[src/rtl/qtc_pkg.sv]
package qtc_pkg;

  // Control byte bit positions (software-visible encoding)
  localparam int CB_CTRL = 0;
  localparam int CB_RST  = 1;
  localparam int CB_TC   = 2;
  localparam int CB_TRIG = 3;
  localparam int CB_EDGE = 4;
  localparam int CB_PSC  = 5;
  localparam int CB_MODE = 6;
  localparam int CB_IEN  = 7;

  typedef struct packed {
    logic irq_en;
    logic ctr_mode;
    logic psc_hi;
    logic rise;
    logic trig_start;
  } chan_cfg_t;

  function automatic chan_cfg_t decode_cfg(input logic [7:0] b);
    chan_cfg_t c;
    c.irq_en     = b[CB_IEN];
    c.ctr_mode   = b[CB_MODE];
    c.psc_hi     = b[CB_PSC];
    c.rise       = b[CB_EDGE];
    c.trig_start = b[CB_TRIG];
    return c;
  endfunction

  // Prescale period in clocks for the selected range
  function automatic int unsigned psc_len(input logic hi, input int unsigned lo_len,
                                          input int unsigned hi_len);
    return hi ? hi_len : lo_len;
  endfunction

  // Vector: keep upper bits of the stored byte, insert channel above bit 0
  function automatic logic [7:0] irq_vector(input logic [7:0] base, input logic [7:0] chan,
                                            input int unsigned chw);
    logic [7:0] keep;
    keep = 8'hFF << (chw + 1);
    return (base & keep) | (chan << 1);
  endfunction

endpackage

[src/rtl/qtc_edge.sv]
module qtc_edge (
  input  logic clk,
  input  logic rst_n,
  input  logic sig,
  input  logic rise,
  output logic hit
);
  logic sig_q;

  always_ff @(posedge clk or negedge rst_n) begin
    if (!rst_n) sig_q <= 1'b0;
    else        sig_q <= sig;
  end

  assign hit = rise ? (sig & ~sig_q) : (~sig & sig_q);
endmodule

[src/rtl/qtc_prescale.sv]
module qtc_prescale import qtc_pkg::*; #(
  parameter int LO = 16,
  parameter int HI = 256,
  localparam int PW = $clog2(HI)
) (
  input  logic clk,
  input  logic rst_n,
  input  logic clear,
  input  logic run,
  input  logic hi,
  output logic tick
);
  logic [PW-1:0] pre;
  logic [PW-1:0] last;

  assign last = PW'(psc_len(hi, LO, HI) - 1);
  assign tick = run & (pre == last);

  always_ff @(posedge clk or negedge rst_n) begin
    if (!rst_n)      pre <= '0;
    else if (clear)  pre <= '0;
    else if (run)    pre <= tick ? '0 : pre + PW'(1);
  end
endmodule

[src/rtl/qtc_channel.sv]
module qtc_channel import qtc_pkg::*; #(
  parameter int DW     = 8,
  parameter int PSC_LO = 16,
  parameter int PSC_HI = 256
) (
  input  logic          clk,
  input  logic          rst_n,
  input  logic          wr_en,
  input  logic [DW-1:0] wdata,
  input  logic          trig,
  input  logic          ack,
  output logic          zc,
  output logic          irq,
  output logic          vec_take,
  output logic [DW-1:0] count
);
  chan_cfg_t     cfg;
  logic          expect_tc, running, armed;
  logic [DW-1:0] tconst, cnt;
  logic          hit, psc_tick, tick, at_one;
  logic          is_ctrl, is_tc, start_now, trig_go;

  qtc_edge u_edge (
    .clk(clk), .rst_n(rst_n), .sig(trig), .rise(cfg.rise), .hit(hit)
  );

  qtc_prescale #(.LO(PSC_LO), .HI(PSC_HI)) u_psc (
    .clk(clk), .rst_n(rst_n),
    .clear(start_now | trig_go),
    .run(running & ~cfg.ctr_mode),
    .hi(cfg.psc_hi),
    .tick(psc_tick)
  );

  assign is_ctrl   = wr_en & ~expect_tc &  wdata[CB_CTRL];
  assign vec_take  = wr_en & ~expect_tc & ~wdata[CB_CTRL];
  assign is_tc     = wr_en & expect_tc;
  assign start_now = is_tc & ~running;
  assign trig_go   = armed & hit;
  assign tick      = running & (cfg.ctr_mode ? hit : psc_tick);
  assign at_one    = (cnt == DW'(1));
  assign count     = cnt;

  always_ff @(posedge clk or negedge rst_n) begin
    if (!rst_n) begin
      cfg       <= '0;
      expect_tc <= 1'b0;
      running   <= 1'b0;
      armed     <= 1'b0;
      tconst    <= '0;
      cnt       <= '0;
      zc        <= 1'b0;
      irq       <= 1'b0;
    end else begin
      zc <= 1'b0;
      if (tick) begin
        if (at_one) begin
          cnt <= tconst;
          zc  <= 1'b1;
        end else begin
          cnt <= cnt - DW'(1);
        end
      end
      if (trig_go) begin
        armed   <= 1'b0;
        running <= 1'b1;
      end
      if (tick & at_one & cfg.irq_en) irq <= 1'b1;
      else if (ack)                   irq <= 1'b0;

      if (is_ctrl) begin
        cfg       <= decode_cfg(wdata[7:0]);
        expect_tc <= wdata[CB_TC];
        if (wdata[CB_RST]) begin
          running <= 1'b0;
          armed   <= 1'b0;
        end
      end
      if (is_tc) begin
        tconst    <= wdata;
        expect_tc <= 1'b0;
        if (!running) begin
          cnt <= wdata;
          if (cfg.trig_start & ~cfg.ctr_mode) armed   <= 1'b1;
          else                                running <= 1'b1;
        end
      end
    end
  end
endmodule

[src/rtl/quad_down_timer.sv]
module quad_down_timer import qtc_pkg::*; #(
  parameter  int N_CH   = 4,
  parameter  int DW     = 8,
  parameter  int PSC_LO = 16,
  parameter  int PSC_HI = 256,
  localparam int CHW    = $clog2(N_CH)
) (
  input  logic            clk,
  input  logic            rst_n,
  input  logic            cs,
  input  logic            wr,
  input  logic            rd,
  input  logic [CHW-1:0]  ch_sel,
  input  logic [DW-1:0]   wdata,
  output logic [DW-1:0]   rdata,
  input  logic [N_CH-1:0] trig_in,
  output logic [N_CH-1:0] zc_out,
  output logic [N_CH-1:0] irq_req,
  input  logic            irq_ack,
  input  logic [CHW-1:0]  ack_ch,
  output logic [7:0]      vec_out
);
  localparam logic [N_CH-1:0] OWNER_MASK = N_CH'(1);

  logic [DW-1:0]   counts [N_CH];
  logic [N_CH-1:0] vec_take;
  logic [7:0]      vec_reg;
  logic            vec_we;

  for (genvar g = 0; g < N_CH; g++) begin : g_ch
    qtc_channel #(.DW(DW), .PSC_LO(PSC_LO), .PSC_HI(PSC_HI)) u_ch (
      .clk(clk),
      .rst_n(rst_n),
      .wr_en(cs & wr & (ch_sel == CHW'(g))),
      .wdata(wdata),
      .trig(trig_in[g]),
      .ack(irq_ack & (ack_ch == CHW'(g))),
      .zc(zc_out[g]),
      .irq(irq_req[g]),
      .vec_take(vec_take[g]),
      .count(counts[g])
    );
  end

  // Only the first channel owns the vector register
  assign vec_we = |(vec_take & OWNER_MASK);

  always_ff @(posedge clk or negedge rst_n) begin
    if (!rst_n)      vec_reg <= '0;
    else if (vec_we) vec_reg <= wdata[7:0];
  end

  assign vec_out = irq_vector(vec_reg, 8'(ack_ch), CHW);
  assign rdata   = (cs & rd) ? counts[ch_sel] : '0;
endmodule

[config.mk]
export PLATFORM = sky130hd
export DESIGN_NAME = quad_down_timer
export DESIGN_NICKNAME = d
export VERILOG_FILES = /design/src/rtl/qtc_pkg.sv /design/src/rtl/qtc_edge.sv /design/src/rtl/qtc_prescale.sv /design/src/rtl/qtc_channel.sv /design/src/rtl/quad_down_timer.sv
export SDC_FILE = /design/constraint.sdc
export NUM_CORES = 1
export LEC_CHECK = 0
export BUFFER_PORTS_ARGS = -buffer_cell sky130_fd_sc_hd__buf_4
export CORE_MARGIN = 4
export CORE_UTILIZATION = 55
export DETAILED_ROUTE_END_ITERATION = 6
export PLACE_DENSITY = 0.79
export SLEW_MARGIN = 10
export SYNTH_ARGS = -nofsm -noshare
export SYNTH_HDL_FRONTEND = slang
export SYNTH_SLANG_ARGS = --single-unit
[constraint.sdc]
create_clock -name clk -period 1.8 [get_ports clk]
set_input_delay 0 -clock clk [delete_from_list [all_inputs] [get_ports clk]]
set_output_delay 0 -clock clk [all_outputs]
set_load 0.01 [all_outputs]
Word level (Yosys, flattened, before mapping)
Index checks and enable logic that the tools add are counted.
Storage, ports and cells
  flip-flop bits (word level): 148
  input port bits: 22
  output and inout port bits: 24
  word-level logic and storage cells: 304
Cells by class
  $add $sub $neg: 12
  magnitude comparators: 1
  equality and inequality tests: 14
  muxes and demuxes: 116
  bitwise logic cells: 90
  reduce and logical (&&, ||, !) cells: 14
Operators with widths (count)
  $mux W8: 31
  $mux W1: 80
  $sub A8 B1 Y8 const B: 8
  $and A1 B1 Y1: 63
  $add A8 B1 Y8 const B: 4
  $eq A8 B1 Y1 const B: 4
  $eq A8 B8 Y1: 4
  $reduce_bool A2 Y1: 12
  $not A1 Y1: 21
  $mux W5: 4
  $bmux W8 S2: 1
  $eq A2 B2 Y1 const B: 4
  $or A8 B3 Y8: 1
  $eq A2 B1 Y1 const B: 2
  $logic_not A2 Y1: 2
  $or A1 B1 Y1: 4
  $ge A3 B3 Y1 const B: 1
  $not A2 Y3: 1

Logic depth before layout (Yosys ltp)
  depth after elaboration: 10
  depth in mapped cells: 9
  depth with buffers taken out: 7

By module
From an unflattened synthesis, not the netlist that was laid out.
Second synthesis, totals
  cells, all modules: 754
  area total of the unflattened synthesis: 7788.7 sq um
By module, submodules not included
  qtc_channel: instances 4, cells an instance 127, area each 1328.8 sq um, seq. area each 650.6 sq um
  qtc_prescale: instances 4, cells an instance 44, area each 440.4 sq um, seq. area each 200.2 sq um
  quad_down_timer: instances 1, cells an instance 54, area each 521.8 sq um, seq. area each 125.1 sq um
  qtc_edge: instances 4, cells an instance 4, area each 47.5 sq um, seq. area each 25.0 sq um

Worst setup path after synthesis
Ideal clock, no wire load.
  path kind: reg2reg
  from: reg g_ch[2].u_ch.cnt[1]
  to: reg g_ch[2].u_ch.cnt[4]
  library setup time: 0.132 ns
  arrival: 1.850 ns
  required time: 1.668 ns
  path slack: -0.182 ns
  cell stages (with the launch flop): 8
  buffers on the path: 0
  clock period less this slack: 1.982 ns
  cells stage by stage: dfrtp_1 inv_1 ha_1 or3b_2 nor2_1 mux2_2 a221oi_1 a211oi_1
Between the ends
  word-level cells in the longest chain between the ends: 5
  elaborated cells on any way between the ends: 6
  those cells by class: 1 x add/sub; 1 x eq/ne; 4 x mux
Ends and longest elaborated chain
  start: declaration: RTL line qtc_channel.sv:19  | logic [DW-1:0] tconst, cnt;
  start signal: assignment: RTL line qtc_channel.sv:58  | cnt <= tconst;
  start signal: assignment: RTL line qtc_channel.sv:61  | cnt <= cnt - DW'(1);
  start signal: assignment: RTL line qtc_channel.sv:83  | cnt <= wdata;
  $sub A8 B1 Y8 or $eq A8 B1 Y1 (tied branches): RTL line qtc_channel.sv:61, qtc_channel.sv:41
  $mux W8 (*): RTL line qtc_channel.sv:57  | if (at_one) begin
  $mux W8 (*): RTL line qtc_channel.sv:56  | if (tick) begin
  $mux W8: RTL line qtc_channel.sv:82  | if (!running) begin
  $mux W8 (*): RTL line qtc_channel.sv:79  | if (is_tc) begin
Mark *: on every way between the ends. The rest lies on a longest branch, timed or not.
A chain may end at the register's enable or synchronous reset.

Worst setup path in the final report
  from: reg g_ch[0].u_ch.cnt[2]
  to: reg g_ch[0].u_ch.cnt[4]
Between the ends
  word-level cells in the longest chain between the ends: 5
  elaborated cells on any way between the ends: 6
  those cells by class: 1 x add/sub; 1 x eq/ne; 4 x mux
Ends and longest elaborated chain (RTL line)
  start: declaration: qtc_channel.sv:19
  start signal: assignment: qtc_channel.sv:58
  start signal: assignment: qtc_channel.sv:61
  start signal: assignment: qtc_channel.sv:83
  $sub A8 B1 Y8 or $eq A8 B1 Y1 (tied branches): qtc_channel.sv:61, qtc_channel.sv:41
  $mux W8 (*): qtc_channel.sv:57
  $mux W8 (*): qtc_channel.sv:56
  $mux W8: qtc_channel.sv:82
  $mux W8 (*): qtc_channel.sv:79
Marks and branches as above.

==> results by group <==
Detailed routing
  • DR iter-0 viols: 1313
  • Router iterations before antenna repair: 5
  • Detailed Route WL: 28600 um
  • Drc violations: 0
  • Vias/cell: 6.82
  • DR WL/cell: approximately 24 um
  • Antenna-violating nets left: 0
  • Via count: 8049

Clock tree
  • Clock buffer depth: 2
  • Root Driver: clkbuf_16
  • Clock-pin slew of the registers on the worst-case setup and hold paths: 60 ps
  • H-tree depth: 4
  • TritonCTS clock tree: yes
  • Clk Latency, worst-skew pair: 440 ps
  • Inserted Clock Buffers: 17
  • Sink Count: 145

Hold path
  • Worst Hold End: g_ch[3].u_ch.irq
  • Worst min path class: primary input to flop
  • Min-delay src: ack_ch[1]
  • Hold path depth: 3

Pwr
  • Max VDD drop: between 0.9 and 1 mV
  • PwrDens: between 1000 and 1500 nW/um^2
  • Pleak: slightly above 5 nW

Logic synthesis
  • Cell Area, Synth: 8130 um^2
  • Synth Register Bits: between 100 and 150
  • Synthesized Nets: ~820
  • Avg Cell Area, Syn: 10.4 um^2
  • Top_reg_cell synth: dfrtp_1
  • Number of synthesized flops with an enable pin: 0
  • Synth top cells by count: dfrtp_1 (145), nand2_1 (73), mux2_2 (66)
  • Top-area cell type share of the netlist area: 0.446
  • Yosys top cell by area: dfrtp_1
  • Register area share after synthesis: 0.446
  • Synth cell types: 83
  • Area contributors post-synth: dfrtp_1 (45%), mux2_2 (9.1%), nand2_1 (3.4%), nor2_1 (2.9%), mux4_2 (1.9%)
  • Gate Count Post-Synth: 783
  • Share of flip-flops with an asynchronous set or reset: 1.00
  • Yosys warns: 0
  • Most common cell in the netlist: dfrtp_1

STA
  • Fmax: 499 MHz
  • Hold Worst Slack: roughly 72 ps
  • RSZ-0062 raised after global routing: true
  • Final hold vios: 0
  • Max Transition Viols Final: 0
  • Period utilization: 1.11
  • Worst setup margin: -206 ps
  • Setup TNS Final: -1990 ps
  • Relative slew margins: 0.629
  • Final min period: 2010 ps
  • Slew @ Worst Pin: 552 ps
  • Setup-failing EPs final: 38
  • Clock skew: 8.55 ps

Status
  • Run status: complete, but fails checks
  • Failing checks: negative setup slack

Cells and area
  • Diodes inserted: 0
  • Multi-input logic area: 4890 um^2
  • Core Util, Final: 0.776
  • Register area: 3630 um^2
  • Area growth, synth to finish: 38.7%
  • Layout cells sized above 1: 0.440
  • Final #Nets: between 1000 and 1500
  • # fillers: 777

Setup path
  • Reg2reg path depth: 7
  • Worst EP required: ~2100 ps
  • Most Frequent Cell on Critical Path: buf_6
  • Critical path class: flop to flop
  • Crit Path Max Fanout: 6
  • Worst-path cell chain: buf_6, nor4_4, and3_4, buf_6, nor2_2, a2111oi_4, a211oi_2
  • Largest delay share family, worst path: simple AND/OR/NAND/NOR gates
  • Crit path largest cell delay: about 410 ps
  • Flop2flop setup slack: -210 ps
  • Critical Path Source Type: flop
  • Reg2reg start: g_ch[0].u_ch.count[2]
  • RR Endpoint: g_ch[0].u_ch.count[4]
  • CP arrival: 2300 ps
  • Crit path buf inv count: 2
  • Endpoint class of the critical path: flop
  • Slowest stage cell, crit path: dfrtp_2

Floorplanning
  • Die width: 130 um
  • Site Rows: 44
  • Die Y: around 130 um
  • Starting Density: 0.559
  • Core ar.: 14500 um^2
  • Top Ports: 46
  • Full die area: roughly 17000 um^2

GRT
  • Vias in the first global route: 7502
  • Largest net degree at the start of global routing: 53
  • Initial antenna violation count: 1
  • First-pass GRT wire length: 38800 um
  • Gr usage total: 0.296
  • Congestion Overflow GR: 0

Placed design
  • Port bufs: 44
  • Gp weighted congestion: 0.930
  • Hpwl dp: 15500 um

Flow run
  • Total of max-cap violations: 0
-- worst max-delay path by stage --
stage	startpoint	slack, ps	cells after the start	to
floorplan	g_ch[2].u_ch.count[1]	-60	7	g_ch[2].u_ch.count[4]
global placement	g_ch[2].u_ch.count[1]	-70	7	g_ch[2].u_ch.count[4]
detailed placement	g_ch[2].u_ch.count[1]	-120	7	g_ch[2].u_ch.count[4]
CTS	g_ch[3].u_ch.u_psc.pre[4]	-40	5	g_ch[3].u_ch.count[5]
global route	g_ch[0].u_ch.u_psc.pre[0]	-240	6	g_ch[0].u_ch.count[3]
finish	g_ch[0].u_ch.count[2]	-210	7	g_ch[0].u_ch.count[4]
-- stage by stage --
stage	power, mW	area [um^2]	worst slack [ps]	std cells
after floorplan	7.83	8150	-60.6	783
after global placement	9.63	9300	-71.5	1077
after detailed placement	9.94	9300	-124	1077
after CTS	14.1	10400	-36.9	1145
after global routing	16.7	11300	-239	1181
final	16.1	11300	-206	1181
-- worst min-delay path, cell delays in order --
cell and delay (ps):
buf_4 120, nand3_1 170, a22o_1 180
-- report_power, final --
group          switching [mW]  leakage (nW)  internal (mW)
Sequential              0.931          1.86           4.14
Clock                    1.44         0.304           2.28
Combinational            3.58          2.89           3.71
Total                    5.95          5.05           10.1
-- cell usage in the layout, fill, tap and decap left out, drive strengths merged, types with 8 or more instances in the layout --
cell type / instances
nand3: 29
clkbuf: 22
or3: 8
ha: 12
o21ai: 31
buf: 201
and3: 23
nand3b: 12
a21oi: 32
nor3: 15
inv: 16
dlygate4sd3: 17
xnor2: 13
nand2: 73
or2: 8
mux2: 68
nor2b: 15
or4: 10
nand2b: 12
nor2: 64
nor3b: 11
a31oi: 17
dfrtp: 145
mux4: 8
-- per-layer routing --
metal | GRT usage | part of all wire | vias up
met4 | 0.139 | 0.067 | 2
met1 | 0.368 | 0.35 | 3947
met5 | 0 | 0.00028 | -
li1 | - | - | 3312
met2 | 0.482 | 0.49 | 603
met3 | 0.0783 | 0.093 | 185
-- cells by family (layout without fill, tap and decap cells) --
family / Yosys count / count (layout) / synth area share
AO/OA/AOI/OAI: 164 / 167 / 0.153
buffers and inverters: 55 / 266 / 0.0357
XOR/XNOR: 17 / 17 / 0.0183
adder cells (fa/ha/maj): 12 / 12 / 0.0185
flip-flops: 145 / 145 / 0.446
multiplexers: 81 / 81 / 0.123
other: 1 / 1 / 0.000461
AND/OR/NAND/NOR: 308 / 308 / 0.205
-- final cells by class --
cell class / instances / area share
Multi-Input combinational cell: 586 / 0.434
Sequential cell: 145 / 0.322
Clock inverter: 10 / 0.0118
Clock buffer: 22 / 0.0420
Timing Repair Buffer: 218 / 0.165
Inverter: 16 / 0.00532
Tap cell: 184 / 0.0204
-- repair_timing --
action / 4_1_cts / 5_1_grt
gates resized for setup: 38 / 131
endpoints found under the hold margin: 190 / 0
hold buffers: 17 / 0
setup endpoints to repair: 46 / 60
pin swaps: 18 / 60
setup buffers: 17 / 36
cloned: 2 / 1
Power figures use the tool's default switching activity.
